$ cat src/rtl/mlpwm_pkg.sv
package mlpwm_pkg;
  localparam int DEF_REF_W = 10;
  localparam int DEF_DIV_W = 16;
  localparam int DEF_CELLS = 4;

  // Frequency settings for a 100 MHz clock and the default band height
  localparam int CLK_HZ = 100_000_000;
  localparam int FUND_HZ = 50;
  localparam int CAR_SLOW_HZ = 2_000;
  localparam int CAR_FAST_HZ = 10_000;
  localparam int DEF_BAND = 2 ** (DEF_REF_W - 3);
  localparam int DIV_SLOW = CLK_HZ / (CAR_SLOW_HZ * 2 * DEF_BAND);
  localparam int DIV_FAST = CLK_HZ / (CAR_FAST_HZ * 2 * DEF_BAND);
  localparam int RATIO_SLOW = CAR_SLOW_HZ / FUND_HZ;
  localparam int RATIO_FAST = CAR_FAST_HZ / FUND_HZ;

  typedef enum logic [1:0] {
    MODE_PD   = 2'd0,
    MODE_IPD  = 2'd1,
    MODE_POD  = 2'd2,
    MODE_APOD = 2'd3
  } carMode_e;

  typedef struct packed {
    logic step;
    logic countUp;
    logic periodEnd;
  } ctrlStrobe_t;

  // switch nibble: bit0 left-high, bit1 left-low, bit2 right-high, bit3 right-low
  localparam logic [3:0] SW_POS  = 4'b1001;
  localparam logic [3:0] SW_NEG  = 4'b0110;
  localparam logic [3:0] SW_ZERO = 4'b1010;

  function automatic logic bandInverted(carMode_e m, int band, int cells);
    case (m)
      MODE_PD:  return 1'b0;
      MODE_IPD: return 1'b1;
      MODE_POD: return band < cells;
      default:  return (band % 2) == 1;
    endcase
  endfunction
endpackage

$ cat src/rtl/mlpwm_ctrl.sv
module mlpwm_ctrl
  import mlpwm_pkg::*;
#(
  parameter int DIV_W = DEF_DIV_W
) (
  input  logic             clk,
  input  logic             rstN,
  input  logic [DIV_W-1:0] divSet,
  input  carMode_e         modeReq,
  input  logic             triNearTop,
  input  logic             triNearBottom,
  output ctrlStrobe_t      strobe,
  output carMode_e         activeMode
);
  logic [DIV_W-1:0] preCnt;
  logic [DIV_W:0]   preNext;
  logic             stepNow;
  logic             dirUp;

  assign preNext = {1'b0, preCnt} + {{DIV_W{1'b0}}, 1'b1};
  assign stepNow = preNext >= {1'b0, divSet};

  always_ff @(posedge clk or negedge rstN) begin
    if (!rstN) begin
      preCnt <= '0;
    end else if (stepNow) begin
      preCnt <= '0;
    end else begin
      preCnt <= preNext[DIV_W-1:0];
    end
  end

  always_ff @(posedge clk or negedge rstN) begin
    if (!rstN) begin
      dirUp <= 1'b1;
    end else if (stepNow) begin
      if (dirUp && triNearTop) begin
        dirUp <= 1'b0;
      end else if (!dirUp && triNearBottom) begin
        dirUp <= 1'b1;
      end
    end
  end

  always_ff @(posedge clk or negedge rstN) begin
    if (!rstN) begin
      activeMode <= MODE_PD;
    end else if (strobe.periodEnd) begin
      activeMode <= modeReq;
    end
  end

  always_comb begin
    strobe.step      = stepNow;
    strobe.countUp   = dirUp;
    strobe.periodEnd = stepNow && !dirUp && triNearBottom;
  end
endmodule

$ cat src/rtl/mlpwm_datapath.sv
module mlpwm_datapath
  import mlpwm_pkg::*;
#(
  parameter int REF_W     = DEF_REF_W,
  parameter int NUM_CELLS = DEF_CELLS,
  parameter int LVL_W     = $clog2(NUM_CELLS + 1) + 1
) (
  input  logic                       clk,
  input  logic                       rstN,
  input  ctrlStrobe_t                strobe,
  input  carMode_e                   activeMode,
  input  logic signed [REF_W-1:0]    refIn,
  output logic                       triNearTop,
  output logic                       triNearBottom,
  output logic [2*NUM_CELLS-1:0]     cmpBits,
  output logic signed [LVL_W-1:0]    level,
  output logic [4*NUM_CELLS-1:0]     cellSw
);
  localparam int NUM_CAR = 2 * NUM_CELLS;
  localparam int BAND_W  = REF_W - $clog2(NUM_CAR);
  localparam int BAND    = 2 ** BAND_W;
  localparam int CAR_W   = REF_W + 1;
  localparam logic [BAND_W:0] BAND_TOP = (BAND_W + 1)'(BAND);

  logic [BAND_W:0]          triCnt;
  logic signed [CAR_W-1:0]  refExt;
  logic [NUM_CAR-1:0]       cmpNext;
  logic signed [LVL_W-1:0]  lvlAcc;

  assign refExt        = {refIn[REF_W-1], refIn};
  assign triNearTop    = triCnt == BAND_TOP - 1'b1;
  assign triNearBottom = triCnt == (BAND_W + 1)'(1);

  always_ff @(posedge clk or negedge rstN) begin
    if (!rstN) begin
      triCnt <= '0;
    end else if (strobe.step) begin
      triCnt <= strobe.countUp ? triCnt + 1'b1 : triCnt - 1'b1;
    end
  end

  for (genvar i = 0; i < NUM_CAR; i++) begin : g_band
    localparam logic signed [CAR_W-1:0] BASE = CAR_W'(-(2 ** (REF_W - 1)) + i * BAND);
    logic [BAND_W:0]         phaseVal;
    logic signed [CAR_W-1:0] carVal;
    assign phaseVal   = bandInverted(activeMode, i, NUM_CELLS) ? BAND_TOP - triCnt : triCnt;
    assign carVal     = BASE + $signed({{(CAR_W - BAND_W - 1){1'b0}}, phaseVal});
    assign cmpNext[i] = refExt > carVal;
  end

  always_ff @(posedge clk or negedge rstN) begin
    if (!rstN) begin
      cmpBits <= {{NUM_CELLS{1'b0}}, {NUM_CELLS{1'b1}}};
    end else begin
      cmpBits <= cmpNext;
    end
  end

  always_comb begin
    lvlAcc = -LVL_W'(NUM_CELLS);
    for (int b = 0; b < NUM_CAR; b++) begin
      if (cmpBits[b]) lvlAcc = lvlAcc + LVL_W'(1);
    end
  end
  assign level = lvlAcc;

  for (genvar k = 0; k < NUM_CELLS; k++) begin : g_cell
    logic upHit, loMiss;
    assign upHit  = cmpBits[NUM_CELLS + k];
    assign loMiss = !cmpBits[NUM_CELLS - 1 - k];
    assign cellSw[4*k +: 4] = upHit ? SW_POS : (loMiss ? SW_NEG : SW_ZERO);
  end
endmodule

$ cat src/rtl/mlpwm_modulator.sv
module mlpwm_modulator
  import mlpwm_pkg::*;
#(
  parameter int REF_W     = DEF_REF_W,
  parameter int DIV_W     = DEF_DIV_W,
  parameter int NUM_CELLS = DEF_CELLS,
  parameter int LVL_W     = $clog2(NUM_CELLS + 1) + 1
) (
  input  logic                     clk,
  input  logic                     rstN,
  input  logic [DIV_W-1:0]         divSet,
  input  logic [1:0]               modeSel,
  input  logic signed [REF_W-1:0]  refIn,
  output logic [2*NUM_CELLS-1:0]   cmpBits,
  output logic signed [LVL_W-1:0]  level,
  output logic [4*NUM_CELLS-1:0]   cellSw
);
  ctrlStrobe_t strobe;
  carMode_e    activeMode;
  logic        triNearTop;
  logic        triNearBottom;

  mlpwm_ctrl #(.DIV_W(DIV_W)) u_ctrl (
    .clk          (clk),
    .rstN         (rstN),
    .divSet       (divSet),
    .modeReq      (carMode_e'(modeSel)),
    .triNearTop   (triNearTop),
    .triNearBottom(triNearBottom),
    .strobe       (strobe),
    .activeMode   (activeMode)
  );

  mlpwm_datapath #(.REF_W(REF_W), .NUM_CELLS(NUM_CELLS), .LVL_W(LVL_W)) u_dp (
    .clk          (clk),
    .rstN         (rstN),
    .strobe       (strobe),
    .activeMode   (activeMode),
    .refIn        (refIn),
    .triNearTop   (triNearTop),
    .triNearBottom(triNearBottom),
    .cmpBits      (cmpBits),
    .level        (level),
    .cellSw       (cellSw)
  );
endmodule

$ cat config.mk
export PLATFORM = sky130hd
export DESIGN_NAME = mlpwm_modulator
export DESIGN_NICKNAME = d
export VERILOG_FILES = /design/src/rtl/mlpwm_pkg.sv /design/src/rtl/mlpwm_ctrl.sv /design/src/rtl/mlpwm_datapath.sv /design/src/rtl/mlpwm_modulator.sv
export SDC_FILE = /design/constraint.sdc
export NUM_CORES = 1
export LEC_CHECK = 0
export CORE_UTILIZATION = 45
export CTS_CLUSTER_DIAMETER = 60
export CTS_CLUSTER_SIZE = 14
export DETAILED_ROUTE_END_ITERATION = 8
export PLACE_DENSITY = 0.7
export SYNTH_ARGS = -nofsm -noshare
export SYNTH_HDL_FRONTEND = slang
export SYNTH_HIERARCHICAL = 1
export SYNTH_SLANG_ARGS = --single-unit
$ cat constraint.sdc
create_clock -name clk -period 7.5 [get_ports clk]
set_input_delay 1.5 -clock clk [delete_from_list [all_inputs] [get_ports clk]]
set_output_delay 1.5 -clock clk [all_outputs]
set_load 0.05 [all_outputs]
# [Word-level counts from Yosys, hierarchy flattened]
# Index checks and enable logic that the tools add are counted.
# W data, S select, Z words.
[classes] n_eq_ne=4 order_cmp=9 addsub=18 n_reduce_logical=10 muxes=26
[op_table] op="$mux W4" count=15
[op_table] op="$gt A10 B11 Y1" count=4
[op_table] op="$mux W8" count=5
[op_table] op="$gt A10 B10 Y1" count=3
[op_table] op="$add A4 B2 Y4 const B" count=6
[op_table] op="$add A10 B9 Y11 const A" count=2
[op_table] op="$add A9 B8 Y10 const A" count=2
[op_table] op="$add A16 B1 Y17 const B" count=1
[op_table] op="$ge A17 B16 Y1" count=1
[op_table] op="$mux W16" count=1
[op_table] op="$add A8 B9 Y10 const A" count=1
[op_table] op="$add A9 B9 Y10 const A" count=1
[op_table] op="$gt A10 B9 Y1" count=1
[op_table] op="$add A8 B8 Y9 const A" count=1
[op_table] op="$add A8 B1 Y8 const B" count=1
[op_table] op="$eq A8 B1 Y1 const B" count=1
[op_table] op="$eq A8 B7 Y1 const B" count=1
[op_table] op="$sub A8 B1 Y8 const B" count=1
[op_table] op="$sub A8 B8 Y8 const A" count=1
[op_table] op="$mux W1" count=5
[op_table] op="$add A3 B2 Y4 const B" count=1
[op_table] op="$logic_and A1 B1 Y1" count=4
[op_table] op="$reduce_or A2 Y1" count=2
[op_table] op="$eq A2 B1 Y1 const B" count=1
[op_table] op="other kinds (5)" count=5
[totals] elab_cells=72 reg_bits=35 input_bits=30 out_inout_bits=28

# [Longest topological paths before layout]
# Gate-level depths: netlist of run 1.
[depth] ltp_word=15 mapped_depth=19

# [Modules after synthesis]
# The synthesis of run 1 kept the hierarchy.
[by_module_without_submodules] mod="mlpwm_datapath" instances=1 area_each_um2=2743.9 seq_area_each_um2=405.4 cells_each=342
[by_module_without_submodules] mod="mlpwm_ctrl" instances=1 area_each_um2=1363.8 seq_area_each_um2=476.7 cells_each=138

# [Worst setup path after synthesis of run 1]
# Ideal clock, no wire load.
[synth_timing] path_kind="register to output" from="register u_dp.cmpBits[0]" to="output level[3]" path_slack_ns=0.887 path_buffers=1 path_stages_with_launch=20 arrival_ns=5.113 required_time_ns=6.000 cell_sequence="dfstp_2 > inv_1 > fa_1 > buf_2 > nor3_1 > nor3_1 > a21o_1 > ha_1 > nand2b_1 > o311a_1 > or3_1 > a32oi_1 > inv_1 > ha_1 > nand2_1 > xnor2_2 > xnor2_1 > a2111oi_2 > xnor2_1 > xnor2_1"
[synth_between] elab_chain_cells=15
[synth_rtl] element="from (decl)" line_no="mlpwm_datapath.sv:15" text="output logic [2*NUM_CELLS-1:0] cmpBits,"
[synth_rtl] element="from (signal assigned)" line_no="mlpwm_datapath.sv:53" text="cmpBits <= {{NUM_CELLS{1'b0}}, {NUM_CELLS{1'b1}}};"
[synth_rtl] element="from (signal assigned)" line_no="mlpwm_datapath.sv:55" text="cmpBits <= cmpNext;"
[synth_rtl] element="$mux W1 (*)" line_no="mlpwm_datapath.sv:62" text="if (cmpBits[b]) lvlAcc = lvlAcc + LVL_W'(1);"
[synth_rtl] element="$add A3 B2 Y4" line_no="mlpwm_datapath.sv:62"
[synth_rtl] element="$mux W4 (*)" line_no="mlpwm_datapath.sv:62"
[synth_rtl] element="$add A4 B2 Y4" line_no="mlpwm_datapath.sv:62"
[synth_rtl] element="$mux W4 (*)" line_no="mlpwm_datapath.sv:62"
[synth_rtl] element="$add A4 B2 Y4" line_no="mlpwm_datapath.sv:62"
[synth_rtl] element="$mux W4 (*)" line_no="mlpwm_datapath.sv:62"
[synth_rtl] element="$add A4 B2 Y4" line_no="mlpwm_datapath.sv:62"
[synth_rtl] element="$mux W4 (*)" line_no="mlpwm_datapath.sv:62"
[synth_rtl] element="$add A4 B2 Y4" line_no="mlpwm_datapath.sv:62"
[synth_rtl] element="$mux W4 (*)" line_no="mlpwm_datapath.sv:62"
[synth_rtl] element="$add A4 B2 Y4" line_no="mlpwm_datapath.sv:62"
[synth_rtl] element="$mux W4 (*)" line_no="mlpwm_datapath.sv:62"
[synth_rtl] element="$add A4 B2 Y4" line_no="mlpwm_datapath.sv:62"
[synth_rtl] element="$mux W4 (*)" line_no="mlpwm_datapath.sv:62"
[synth_rtl] element="to (decl)" line_no="mlpwm_modulator.sv:15" text="output logic signed [LVL_W-1:0] level,"
# Every way passes the cells marked *; elsewhere a longest branch is shown, timed or not.

# [Worst setup path in the final report of run 1]
# Same ends and word-level chain as after synthesis.

==> results of run 1 <==
==> routing by layer <==
| metal | part of all wire (%) | vias up | track usage (%) | wire (µm) |
|---|---|---|---|---|
| met5 | 0 | - | 0 | 0 |
| met4 | 0.67 | 0 | 3.507 | 61 |
| met3 | 4.3 | 8 | 2.302 | 391 |
| met2 | 49 | 90 | 36.69 | 4462 |
| met1 | 46 | 1564 | 26.06 | 4141 |
| li1 | - | 1727 | - | - |
==> cell usage after synthesis (9+ instances only) <==
cell type   n
nor2b_1    15
ha_1       69
nor2_1     20
inv_1      42
nand3_1    16
dfrtp_1    30
nand2_1    49
nand4_1     9
clkbuf_1    9
a21oi_1    18
xnor2_1    35
nor3_1     13
xor2_1     20
o21ai_0    13
==> critical path, stage by stage, from the launching register on <==
cell and delay, ps:
dfstp_2 560, inv_1 100, fa_1 830, o21a_1 200, nor3_1 60, a21o_1 170, ha_1 280, nand2b_1 160
o311a_1 160, or3_1 340, a32oi_1 360, inv_1 80, ha_1 210, nand2_1 100, xnor2_2 120, xnor2_1 120
a2111oi_2 390, xnor2_1 190, xnor2_1 140, clkdlybuf4s50_1 810
==> state kept, by name, summed over array words and instances, names as in the netlist <==
name / count
u_ctrl/activeMode: 2
u_ctrl/dirUp: 1
u_ctrl/preCnt: 16
u_dp/cmpBits: 8
u_dp/triCnt: 8
==> per-stage QoR <==
step / power (W) / std cells
detailed placement: 0.0005767 / 624
floorplan: 0.0004793 / 480
finish: 0.0007400 / 631
global route: 0.0007917 / 631
CTS: 0.0007487 / 631
global placement: 0.0005683 / 624
==> worst min path at each step <==
stage	startpoint	end	slack, ps
floorplan	u_ctrl/preCnt[0]$_DFF_PN0_	u_ctrl/preCnt[0]$_DFF_PN0_	480
global placement	u_ctrl/preCnt[0]$_DFF_PN0_	u_ctrl/preCnt[0]$_DFF_PN0_	520
detailed placement	u_dp/triCnt[6]$_DFFE_PN0P_	u_dp/triCnt[6]$_DFFE_PN0P_	540
CTS	u_dp/triCnt[6]$_DFFE_PN0P_	u_dp/triCnt[6]$_DFFE_PN0P_	550
finish	u_dp/triCnt[6]$_DFFE_PN0P_	u_dp/triCnt[6]$_DFFE_PN0P_	550
global route	u_dp/triCnt[6]$_DFFE_PN0P_	u_dp/triCnt[6]$_DFFE_PN0P_	590
==> cell type report <==
type,instances,share of cell area [%]
well taps,108,2.824
flip-flops and latches,35,18.43
inverters,44,3.451
clock buffers,5,1.438
clock inverters,2,0.7843
repair buffers,58,12.08
multi-input cells,379,60.99
==> power breakdown <==
part	internal [W]	leakage (nW)	switching, W	total, W
sequential	0.000210	0.446	0.0000237	0.000234
combinational	0.000146	1.75	0.000194	0.000340
clock	0.0000972	0.0502	0.0000688	0.000166
==> kinds of logic (layout without fill, tap and decap cells) <==
logic type      count (synthesis)  after routing
mux                             8              8
flops                          35             35
buf+inv                        66            109
compound gates                 79             79
simple gates                  163            163
xor+xnor                       59             59
fa+ha+maj                      70             70
==> flow_summary_export.csv, run 1 <==
group,metric,value,unit
floorplanning,dieHeight,97.54,µm
floorplanning,num_rows,34,
layout,mostFrequentLayoutCell,"ha_1",
layout,layout-drive-gt1-share,6.883,%
worst_setup_path,start_kind,"flop",
yosys,postSynthCellCount,480,
timing,fmax,139.4,MHz
worst_setup_path,r2r_slack,3240,ps
pwr,vdd_drop_max,0.09912,mV
layout,num_antenna_cells,0,
floorplanning,ioPinCount,58,
clock_tree,ctsResizeCount,0,
floorplanning,coreArea,0.008763,mm²
timing,fin_crit,7175,ps
yosys,yosys-top-cells-area,"ha_1 21%, dfrtp_1 18%, xnor2_1 7.5%",
layout,syn_to_final_growth,16.51,%
yosys,synth_warnings,6,
timing,tightest_slew,1045,ps
grt,grt_pass1_wl,15.99,mm
route,drtIter0Drc,145,
route,postRouteAntennaNets,0,
yosys,synth-simple-area-share,20.83,%
yosys,yosys.area.top_type,"ha_1",
layout,final_cell_mix,"69 x ha_1, 57 x clkdlybuf4s50_1, 49 x nand2_1, 42 x inv_1, 35 x xnor2_1",
clock_tree,cts_tree,"done",
worst_setup_path,r2r_cells,13,
yosys,synth_xor_area_share,13.62,%
pwr,power_density,154.6,mW/mm²
route,drt_pass1_iterations,4,
layout,nets,623,
placement,place.port_buffers,57,
yosys,ys_types,68,
timing,rsz0062_at_grt,"no",
yosys,synthAdderAreaFrac,21.50,%
yosys,synth_compound_area_share,13.07,%
grt,antenna_found_initial,0,
yosys,synth-seq-cells,35,
hold_path,hold_depth,1,
timing,finalWorstSetupSlack,325.4,ps
worst_setup_path,crit_type,"flop to output pin",
clock_tree,clk_pin_slew,70,ps
yosys,synth_fp_nets,580,
route,vias_per_cell,5.371,
pwr,p_leak,2.246,nW
clock_tree,post_cts.repair.setup_buffers,0,
job,maxCapViolCount,0,
hold_path,hp-class,"flop to flop",
yosys,ys_seq_area_share,21.47,%
timing,whs,552.8,ps
yosys,avgSynthCellArea,8.558,µm²
worst_setup_path,crit_path_start,"u_dp/cmpBits[0]$_DFF_PN1_",
placement,place_hpwl,7.449,mm
timing,slew-limit-headroom,30.31,%
clock_tree,clkSinkCount,35,
worst_setup_path,r2r_end,"u_dp/triCnt[6]$_DFFE_PN0P_",
yosys,synth.mux.area_fraction,2.041,%
clock_tree,cts_buffers,5,
floorplanning,die_w,97.54,µm
placement,place_worst_setup_slack,650.0,ps
worst_setup_path,cp_data_required_time,6000,ps
yosys,synth-main-ff-cell,"dfrtp_1",
timing,fin_crit_sh,95.66,%
layout,stdcell_area,0.004786,mm²
worst_setup_path,cp-end-kind,"output pin",
clock_tree,clkLatencyLatePin,280,ps
timing,clock-skew-final,7.884,ps
route,wl_per_cell,14.35,µm
grt,grt_use_total,20.25,%
clock_tree,cts_hold_buffers,0,
yosys,synth_top_family_by_area,"adder cells",
clock_tree,htree_levels,2,
placement,dpl_cell_area,0.004679,mm²
timing,setup-tns-final,0,ps
timing,drv_slew,0,
grt,grt-ovfl-total,0,
status,status,"finished clean",
grt,grt_max_degree,36,
yosys,synth_top_area_share,21.02,%
worst_setup_path,arrival,5670,ps
clock_tree,clock-root-buffer,"clkbuf_8",
route,drt-total-wl,9.056,mm
yosys,synth-async-reset-ratio,100.0,%
yosys,netlist_area,0.004108,mm²
layout,multi_input_area,0.002919,mm²
timing,hold_viol_final,0,
clock_tree,clk_path_buf_depth,2,
layout,fillers,826,
worst_setup_path,cp_max_fo,11,
route,vias,3389,
timing,setup_violations,0,
floorplanning,dieArea,0.009514,mm²
worst_setup_path,endpoint,"level[3]",
layout,fin_util,54.61,%
yosys,synth_edf_count,0,
grt,grt_pass1_vias,3472,
placement,place_congestion,0.9397,
route,drcViolationCount,0,
worst_setup_path,r2r-start,"u_ctrl/preCnt[2]$_DFF_PN0_",
floorplanning,initial_core_util,46.87,%
layout,regArea,882.1,µm²
(Power assumes the default switching activity.)
==> inputs of run 2 (changes only) <==
--- a/config.mk
+++ b/config.mk
@@ -5,6 +5,7 @@
 export SDC_FILE = /design/constraint.sdc
 export NUM_CORES = 1
 export LEC_CHECK = 0
+export CORE_MARGIN = 2
 export CORE_UTILIZATION = 45
 export CTS_CLUSTER_DIAMETER = 60
 export CTS_CLUSTER_SIZE = 14
==> flow_summary_export.csv, run 2 (synthesis gave the netlist of run 1 again) <==
group,metric,value,unit
clock_tree,clk_pin_slew,70,ps
clock_tree,cts_buffers,5,
clock_tree,clock-root-buffer,"clkbuf_8",
worst_setup_path,cp_common_cell,"ha_1",
route,drtIter0Drc,136,
floorplanning,initial_core_util,46.65,%
job,maxCapViolCount,0,
floorplanning,dieHeight,99.54,µm
worst_setup_path,crit_chain,"inv_1 > fa_1 > nor3_1 > nor3_1 > a21o_1 > ha_1 > nand2b_1 > o311a_1 > or3_1 > a32oi_1 > inv_1 > ha_1 > nor2_1 > a21oi_1 > ha_1 > mux2_2 > clkdlybuf4s50_1",
pwr,p_leak,2.253,nW
worst_setup_path,crit_buf_inv,3,
layout,final_cell_mix,"69 x ha_1, 56 x clkdlybuf4s50_1, 49 x nand2_1, 42 x inv_1, 35 x xnor2_1",
hold_path,hp-class,"flop to flop",
pwr,vdd_drop_max,0.07792,mV
clock_tree,clk_path_buf_depth,2,
worst_setup_path,critPathMaxStageDelay,700,ps
worst_setup_path,crit_path_start,"u_dp/cmpBits[0]$_DFF_PN1_",
clock_tree,cts_tree,"done",
worst_setup_path,arrival,5470,ps
timing,fin_crit_sh,92.97,%
timing,drv_slew,0,
floorplanning,dieArea,0.009908,mm²
timing,hold_viol_final,0,
worst_setup_path,r2r-start,"u_ctrl/preCnt[2]$_DFF_PN0_",
floorplanning,ioPinCount,58,
status,status,"finished clean",
placement,place.port_buffers,57,
timing,setup_violations,0,
clock_tree,cts_hold_buffers,0,
worst_setup_path,cp_data_required_time,6000,ps
timing,clock-skew-final,10.08,ps
worst_setup_path,cp-end-kind,"output pin",
grt,grt_max_degree,36,
grt,antenna_found_initial,0,
route,wl_per_cell,14.88,µm
layout,regMostFlops,"u_ctrl/preCnt",
worst_setup_path,crit_type,"flop to output pin",
layout,num_antenna_cells,0,
clock_tree,clkLatencyLatePin,290,ps
grt,grt_use_total,19.63,%
grt,grt-ovfl-total,0,
floorplanning,die_w,99.54,µm
timing,setup-tns-final,0,ps
floorplanning,num_rows,34,
worst_setup_path,crit_slowest_cell,"clkdlybuf4s50_1",
layout,layout-drive-gt1-share,6.870,%
route,vias_per_cell,5.472,
layout,syn_to_final_growth,16.20,%
timing,slew-limit-headroom,30.70,%
timing,whs,534.8,ps
layout,mostFrequentLayoutCell,"ha_1",
grt,grt_pass1_vias,3563,
timing,rsz0062_at_grt,"no",
pwr,power_density,150.3,mW/mm²
route,drt_pass1_iterations,4,
layout,largestRegisters,"u_ctrl/preCnt x16, u_dp/cmpBits x8, u_dp/triCnt x8",
floorplanning,coreArea,0.008806,mm²
route,vias,3458,
placement,place_congestion,0.8790,
layout,largest_reg_flops,16,
timing,fmax,143.4,MHz
hold_path,min-delay-start,"u_ctrl/preCnt[0]$_DFF_PN0_",
timing,fin_crit,6973,ps
timing,tightest_slew,1040,ps
layout,nets,623,
worst_setup_path,cp_max_fo,11,
worst_setup_path,start_kind,"flop",
route,drcViolationCount,0,
grt,grt_pass1_wl,16.04,mm
worst_setup_path,crit_family,"adder cells",
route,postRouteAntennaNets,0,
placement,place_hpwl,7.782,mm
clock_tree,htree_levels,2,
route,drt-total-wl,9.404,mm
clock_tree,clkSinkCount,35,
run 2: cell count changes in the layout (fill, tap and decap cells not counted), sizes merged:
| cell | previous run | this run |
|---|---|---|
| bufinv | 1 | 0 |
| clkbuf | 5 | 7 |
| clkdlybuf4s50 | 57 | 56 |
| clkinv | 1 | 2 |
| clkinvlp | 1 | 0 |
| dlymetal6s2s | 0 | 1 |
run 2: worst reg2reg max path, stage by stage (launching register included):
cell      delay (ps)
dfrtp_1          390
and3_1           230
nand3_1          160
nor3_1           410
nand4_1          180
xnor2_1          170
ha_1             290
nand3_1          130
or3_1            400
a31oi_1          190
o31a_1           210
or2_1            820
o221ai_1         330
xnor2_1          200
run 2: worst paths after layout:
path	to	slack [ps]	cells after the start
worst max-delay path	level[1]	530	17
worst min-delay path	u_ctrl/preCnt[0]$_DFF_PN0_	530	1
worst max register to register	u_dp/triCnt[6]$_DFFE_PN0P_	3280	13
worst min register to register	u_ctrl/preCnt[0]$_DFF_PN0_	530	1
max in group asynchronous	u_dp/cmpBits[1]$_DFF_PN1_	5530	2
min in group asynchronous	u_ctrl/preCnt[4]$_DFF_PN0_	1620	2
run 2: metrics by stage:
step / setup slack [ps] / instance area (µm²) / instances / power (W) / util (%)
6_report: 527.5 / 4773 / 632 / 0.0007175 / 54.21
3_5_place_dp: 665.5 / 4679 / 624 / 0.0005788 / 53.14
5_1_grt: 299.5 / 4773 / 632 / 0.0007688 / 54.21
2_1_floorplan: 886.6 / 4108 / 480 / 0.0004793 / -
3_3_place_gp: 819.1 / 4679 / 624 / 0.0005673 / 53.14
4_1_cts: 335.7 / 4771 / 632 / 0.0007236 / 54.18
run 2: report_power, final:
part           switching [W]  internal (W)  total [W]
clock network      0.0000671     0.0000741   0.000141
logic               0.000197      0.000146   0.000343
registers          0.0000233      0.000211   0.000234
total               0.000287      0.000430   0.000718
run 2: what timing repair did:
action,in CTS,in global routing
endpoints found under the hold margin,0,0
gates resized for setup,0,1
setup buffers,0,0
setup endpoints to repair,0,1
run 2: final cells by class:
type | count | area, µm²
fillers | 831 | 4033
multi-input cells | 379 | 2919
flip-flops and latches | 35 | 882.1
repair buffers | 58 | 580.6
inverters | 44 | 165.2
well taps | 108 | 135.1
clock buffers | 7 | 86.33
clock inverters | 1 | 5.005
run 2: layer usage:
metal,global-route usage (%),wire [µm]
met5,0,0
met4,5.163,177
met3,2.600,352
met2,35.40,4570
met1,24.62,4304
==> inputs of run 3 (changes only) <==
--- a/config.mk
+++ b/config.mk
@@ -10,6 +10,7 @@
 export CTS_CLUSTER_DIAMETER = 60
 export CTS_CLUSTER_SIZE = 14
 export DETAILED_ROUTE_END_ITERATION = 8
+export MAX_ROUTING_LAYER = met4
 export PLACE_DENSITY = 0.7
 export SYNTH_ARGS = -nofsm -noshare
 export SYNTH_HDL_FRONTEND = slang
==> flow_summary_export.csv, run 3 (synthesis gave the netlist of run 1 again) <==
group,metric,value,unit
floorplanning,die_w,99.54,µm
route,vias,3423,
layout,largestRegisters,"u_ctrl/preCnt x16, u_dp/cmpBits x8, u_dp/triCnt x8",
clock_tree,cts_hold_buffers,0,
pwr,p_leak,2.236,nW
pwr,seqPwrFrac,32.8,%
timing,fmax,140.5,MHz
placement,place_hpwl,7.656,mm
layout,regMostFlops,"u_ctrl/preCnt",
floorplanning,dieArea,0.009908,mm²
clock_tree,clock-root-buffer,"clkbuf_8",
pwr,combPwrFrac,48.0,%
grt,grt_max_degree,36,
floorplanning,ioPinCount,58,
pwr,power_density,149.3,mW/mm²
placement,place_congestion,0.9007,
worst_setup_path,crit_slowest_cell,"fa_1",
timing,clock-skew-final,4.805,ps
route,postRouteAntennaNets,0,
status,status,"finished clean",
clock_tree,clkSinkCount,35,
worst_setup_path,cp_max_fo,11,
clock_tree,ctsResizeCount,0,
timing,hold_viol_final,0,
hold_path,hp-class,"flop to flop",
worst_setup_path,critPathMaxStageDelay,820,ps
worst_setup_path,crit_buf_inv,3,
layout,largest_reg_flops,16,
worst_setup_path,crit_chain,"inv_1 > fa_1 > o21a_1 > nor3_1 > a21o_1 > ha_1 > nand2b_1 > o311a_1 > or3_1 > a32oi_1 > inv_1 > ha_1 > nand2_1 > xnor2_2 > xnor2_1 > a2111oi_2 > xnor2_1 > xnor2_1 > clkdlybuf4s50_1",
timing,setup-tns-final,0,ps
grt,grt_pass1_vias,3423,
worst_setup_path,start_kind,"flop",
worst_setup_path,arrival,5620,ps
floorplanning,coreArea,0.008806,mm²
pwr,intPower,0.0004209,W
clock_tree,clk_pin_slew,80,ps
clock_tree,post_cts.repair.setup_buffers,0,
route,drt_pass1_iterations,4,
grt,grt_use_total,20.14,%
floorplanning,initial_core_util,46.65,%
layout,fin_util,54.15,%
worst_setup_path,crit_type,"flop to output pin",
grt,grt_pass1_wl,15.95,mm
route,vias_per_cell,5.416,
worst_setup_path,cp_common_cell,"xnor2_1",
layout,layout-drive-gt1-share,7.061,%
timing,slew-limit-headroom,28.21,%
floorplanning,num_rows,34,
timing,tightest_slew,1077,ps
clock_tree,htree_levels,2,
layout,nets,623,
layout,syn_to_final_growth,16.08,%
clock_tree,clkLatencyLatePin,290,ps
worst_setup_path,crit_family,"adder cells",
clock_tree,cts_tree,"done",
pwr,vdd_drop_max,0.08685,mV
timing,drv_slew,0,
job,maxCapViolCount,0,
grt,grt-ovfl-total,0,
placement,place.port_buffers,57,
clock_tree,clk_path_buf_depth,2,
route,drtIter0Drc,169,
timing,rsz0062_at_grt,"no",
pwr,switching_share,40.88,%
floorplanning,dieHeight,99.54,µm
layout,final_cell_mix,"69 x ha_1, 57 x clkdlybuf4s50_1, 49 x nand2_1, 42 x inv_1, 35 x xnor2_1",
route,drcViolationCount,0,
route,drt-total-wl,9.173,mm
layout,num_antenna_cells,0,
worst_setup_path,cp-end-kind,"output pin",
worst_setup_path,cp_data_required_time,6000,ps
timing,setup_violations,0,
layout,mostFrequentLayoutCell,"ha_1",
pwr,net-switching-power,0.0002911,W
pwr,clkPwrFrac,19.1,%
timing,fin_crit_sh,94.93,%
clock_tree,cts_buffers,5,
timing,fin_crit,7119,ps
grt,antenna_found_initial,0,
route,wl_per_cell,14.51,µm
## run 3: cell count changes in the layout (fill, tap and decap cells not counted)
cell / delta
dlymetal6s2s_1: -1
clkdlybuf4s50_1: +1
clkinvlp_4: +2
clkbuf_1: -1
clkbuf_8: -1
## run 3: routing by layer
metal | GRT usage (%) | up-vias | share of wire, %
li1 | - | 1728 | -
met1 | 25.24 | 1614 | 45
met2 | 34.82 | 72 | 50
met3 | 2.670 | 9 | 3.9
met4 | 4.215 | 0 | 0.97
met5 | - | - | 0
## run 3: power groups by stage
stage,Clock (W),Sequential (W),Combinational [W]
after floorplan,0,0.000240,0.000239
final,0.000136,0.000234,0.000342
after CTS,0.000142,0.000234,0.000344
after detailed placement,0,0.000237,0.000343
after global routing,0.000150,0.000237,0.000375
after global placement,0,0.000236,0.000332
## run 3: worst register-to-register path: stages, from the launching register on
cell and delay [ps]:
dfrtp_1 410, and3_1 230, nand3_1 160, nor3_1 390, nand4_1 160, xnor2_1 180
ha_1 300, nand3_1 140, or3_1 380, a31oi_1 230, o31a_1 220, or2_1 840
o221ai_1 330, xnor2_1 200
## run 3: metrics by stage
stage          power (W)  hold slack, ps  cell area, µm²  worst slack [ps]  std cells
6_report       0.0007120           530.8            4768             380.5        632
5_1_grt        0.0007620           565.0            4768             73.60        632
4_1_cts        0.0007195           536.7            4768             390.3        632
3_5_place_dp   0.0005798           521.6            4679             709.0        624
3_3_place_gp   0.0005683           524.3            4679             808.9        624
2_1_floorplan  0.0004793           477.3            4108             886.6        480
## run 3: worst paths after layout
| path | startpoint | endpoint | slack (ps) | cells past startpoint |
|---|---|---|---|---|
| min in group asynchronous | rstN | u_ctrl/preCnt[3]$_DFF_PN0_ | 1620 | 2 |
| max in group asynchronous | rstN | u_dp/cmpBits[1]$_DFF_PN1_ | 5530 | 2 |
| worst max register to register | u_ctrl/preCnt[2]$_DFF_PN0_ | u_dp/triCnt[6]$_DFFE_PN0P_ | 3220 | 13 |
| worst min register to register | u_ctrl/preCnt[0]$_DFF_PN0_ | u_ctrl/preCnt[0]$_DFF_PN0_ | 530 | 1 |
| worst max-delay path | u_dp/cmpBits[0]$_DFF_PN1_ | level[3] | 380 | 19 |
| worst min-delay path | u_ctrl/preCnt[0]$_DFF_PN0_ | u_ctrl/preCnt[0]$_DFF_PN0_ | 530 | 1 |
## run 3: layout make-up
cell class                      instances  area, µm²
Clock inverter                          3      20.02
Inverter                               44      165.2
Tap cell                              108      135.1
Fill cell                             807       4038
Timing Repair Buffer                   58      578.1
Sequential cell                        35      882.1
Multi-Input combinational cell        379       2919
Clock buffer                            5      68.82
